==> config.mk <==
export PLATFORM = sky130hd
export DESIGN_NAME = hca_prpg
export DESIGN_NICKNAME = d
export VERILOG_FILES = /design/src/rtl/hca_prpg.sv
export SDC_FILE = /design/constraint.sdc
export NUM_CORES = 1
export LEC_CHECK = 0
export ABC_AREA = 0
export ABC_CLOCK_PERIOD_IN_PS = 1100
export BUFFER_PORTS_ARGS = -buffer_cell sky130_fd_sc_hd__buf_2
export CAP_MARGIN = 15
export CORE_AREA = 2 2 39 41
export CTS_CLUSTER_SIZE = 14
export DETAILED_ROUTE_END_ITERATION = 16
export DIE_AREA = 0 0 41 43
export GPL_TIMING_DRIVEN = 1
export REMOVE_ABC_BUFFERS = 1
export SYNTH_ARGS = -nofsm -noshare
export SYNTH_HDL_FRONTEND = slang
export SYNTH_SLANG_ARGS = --single-unit
==> constraint.sdc <==
create_clock -name clk -period 1.1 [get_ports clk]
set_clock_uncertainty 0.15 [all_clocks]
set_input_delay 0.22 -clock clk [delete_from_list [all_inputs] [get_ports clk]]
set_output_delay 0.22 -clock clk [all_outputs]
set_load 0.02 [all_outputs]
==> src/rtl/hca_prpg.sv <==
module hca_prpg #(
  parameter int          WIDTH    = 4,
  parameter logic [63:0] RULE_150 = 64'hAAAA_AAAA_AAAA_AAAA,
  parameter bit          CYCLIC   = 1'b0,
  parameter logic [63:0] SEED     = 64'h1
) (
  input  logic             clk,
  input  logic             rst,
  input  logic             step,
  output logic [WIDTH-1:0] state
);
  localparam logic [WIDTH-1:0] RULES  = RULE_150[WIDTH-1:0];
  localparam logic [WIDTH-1:0] SEED_W = SEED[WIDTH-1:0];

  logic [WIDTH+1:0] ring;
  logic [WIDTH-1:0] nxt;

  assign ring = {CYCLIC ? state[0] : 1'b0, state, CYCLIC ? state[WIDTH-1] : 1'b0};

  for (genvar i = 0; i < WIDTH; i++) begin : g_cell
    assign nxt[i] = ring[i] ^ ring[i+2] ^ (RULES[i] & ring[i+1]);
  end

  always_ff @(posedge clk) begin
    if (rst)       state <= SEED_W;
    else if (step) state <= nxt;
  end
endmodule

==> summary.md <==
| Metric | Value |
|---|---|
| Synth Area per Inst | 9.52 µm² |
| Design Area, Final | 308 µm² |
| Warnings from Yosys | 0 |
| CP Class | reg -> out |
| WL met1 | 157 µm |
| Dpl cell area | 221 µm² |
| Post-Route WL | 382 µm |
| Synthesis-stage register bit count | 4 |
| Clk pin slew, worst setup/hold paths | 0.04 ns |
| Violated checks | negative setup slack |
| Area Overhead vs Synth | 79.6% |
| Final cell count without fillers | 45 |
| Die H | 43 µm |
| Routed length per instance | 8.49 µm |
| Critical Path Source Type | flip-flop |
| Combinational share of power | 0.235 |
| Pins Over Slew Limit | 0 |
| Core area | 1380 µm² |
| Die X | 41 µm |
| Pwr dens | 1550 nW/µm² |
| CP required | 0.73 ns |
| Pleak | 0.000128 µW |
| Net Sw Frac | 0.268 |
| Largest net degree at the start of global routing | 8 |
| Seq/Total Area, Yosys | 0.467 |
| IR drop worst, VDD | 0.218 mV |
| First-pass GRT wire length | 552 µm |
| Fin crit period | 1.15 ns |
| Row count | 14 |
| Clock Latency Late Sink | 0.23 ns |
| Tcrit/Tclk final | 1.04 |
| RSZ-0062 raised after global routing | yes |
| Achievable Freq | 873 MHz |
| Gate Count Post-Synth | 18 |
| Final Hold Vio Count | 0 |
| Internal power | 349 µW |
| Drt drc | 0 |
| Outcome | finished, violations left |
| Iteration count of the initial detailed-routing pass | 1 |
| Mapped cell area | 171 µm² |
| Slew headroom | 0.894 |
| Dpl hpwl | 253 µm |
| Final net count | 34 |
| Sink Count | 4 |
| Routability Congestion | 0.516 |
| CP endpoint kind | output port |
| Sequential share of power | 0.379 |
| Top Metal Used | met4 |
| Wire length on met3 | 38 µm |
| Ant diodes | 0 |
| Number of global-route vias before repair | 138 |
| Final setup violation count | 1 |
| Biggest registers after layout | state x4 |
| Global route total overflow | 0 |
| DRT antenna net count | 0 |
| Critical path data arrival time | 0.78 ns |
| Max FFs per register | 4 |
| Met2 WL | 167 µm |
| Tot Pwr | 478 µW |
| Worst-path fanout max | 2 |
| Initial Util | 0.124 |
| # IOs | 7 |
| Total of max-cap violations | 0 |
| DR vias | 163 |
| Clock network fraction of design power | 0.385 |
| Unique cell type count in the Yosys netlist | 12 |
| # port buffers | 6 |
| H-tree Lvls | 1 |
| Placed insts | 40 |
| CTS Buffer Depth | 2 |
| Final core occ | 0.222 |
| Root Buffer | clkbuf_4 |
| Worst-Margin Slew | 0.158 ns |
| Most flop-heavy register | state |
| Vias per cell | 3.62 |
| Hold crit path type | in -> reg |
| TritonCTS buffer count | 3 |
| Initial antenna violation count | 0 |
| NetSw | 128 µW |
| Share of cells above drive strength 1 | 0.621 |
| Die area | 1760 µm² |
| Total GRT Usage | 0.0562 |
| TritonCTS clock tree | done |
| DR iter-0 viols | 0 |
| Worst Slack Setup Final | -0.0452 ns |
==> final timing paths <==
path	startpoint	end	slack, ns	cells past startpoint
worst max-delay path	state[2]$_SDFFE_PP0P_	state[2]	-0.05	2
worst min-delay path	rst	state[3]$_SDFFE_PP0P_	0.05	2
worst max register to register	state[2]$_SDFFE_PP0P_	state[1]$_SDFFE_PP0P_	0	4
worst min register to register	state[1]$_SDFFE_PP0P_	state[0]$_SDFFE_PP1P_	0.36	1
==> timing repair <==
action                                 CTS  global route
endpoints found under the hold margin    0             0
setup buffers                            2             0
hold buffers                             0             0
resized for setup                       15             2
pin swaps                                2             1
setup endpoints to repair                4             5
==> routing by layer <==
metal  up-vias  GRT usage
met5         -          0
li1         82          -
met1        72     0.0513
met4         0     0.0800
met2         7     0.0594
met3         2     0.0471
==> area by class of cell <==
type                            count  area [µm²]
Fill cell                         160        1080
Timing Repair Buffer                9        81.3
Multi-Input combinational cell     13        93.8
Sequential cell                     4        90.1
Clock buffer                        3        22.5
Tap cell                           16        20.0
==> cell families (layout without fill, tap and decap cells) <==
group / Yosys count / count (layout) / synth area share
buffers and inverters: 1 / 12 / 0.0438
XOR/XNOR: 3 / 3 / 0.153
AO/OA/AOI/OAI: 4 / 4 / 0.175
AND/OR/NAND/NOR: 6 / 6 / 0.161
flip-flops: 4 / 4 / 0.467
==> power groups by stage <==
stage	registers (µW)	logic, µW	clock network [µW]
floorplan	194	30.9	0
global placement	177	78.0	0
detailed placement	177	79.7	0
CTS	182	111	191
global route	183	122	202
finish	181	112	184
==> synthesized netlist by cell type <==
| master | count | area (µm²) |
|---|---|---|
| a21oi_1 | 1 | 5.00 |
| xor2_1 | 2 | 17.5 |
| a31o_1 | 1 | 8.76 |
| nand2_1 | 1 | 3.75 |
| nor2b_1 | 1 | 6.26 |
| dfxtp_1 | 4 | 80.1 |
| nor2_1 | 3 | 11.3 |
| nand2b_1 | 1 | 6.26 |
| xnor2_1 | 1 | 8.76 |
| buf_4 | 1 | 7.51 |
| a211oi_1 | 1 | 7.51 |
| a211o_1 | 1 | 8.76 |
==> cell usage in the layout (no fill, tap or decap) <==
master / instances
buf_4: 2
nand2_2: 1
a211o_1: 1
dfxtp_2: 2
a21oi_1: 1
nor2_1: 3
clkbuf_4: 3
nand2b_1: 1
dfxtp_4: 2
buf_2: 2
buf_6: 5
xor2_2: 1
xnor2_1: 1
nor2b_1: 1
xor2_1: 1
a31o_1: 1
a211oi_1: 1
==> critical path, stage by stage (launching register included) <==
cell and delay [ns]:
dfxtp_2 0.31, buf_6 0.11, buf_6 0.12
==> stage by stage <==
step,setup TNS [ns],worst slack (ns),hold slack [ns]
final,-0.0452,-0.0452,0.0522
after global routing,-0.120,-0.0645,0.0622
after CTS,-0.0505,-0.0492,0.0500
after detailed placement,0,0.0340,0.307
after global placement,0,0.0469,0.297
after floorplan,-0.0764,-0.0764,0.142
Note: power is estimated with default switching activity, not from simulation.
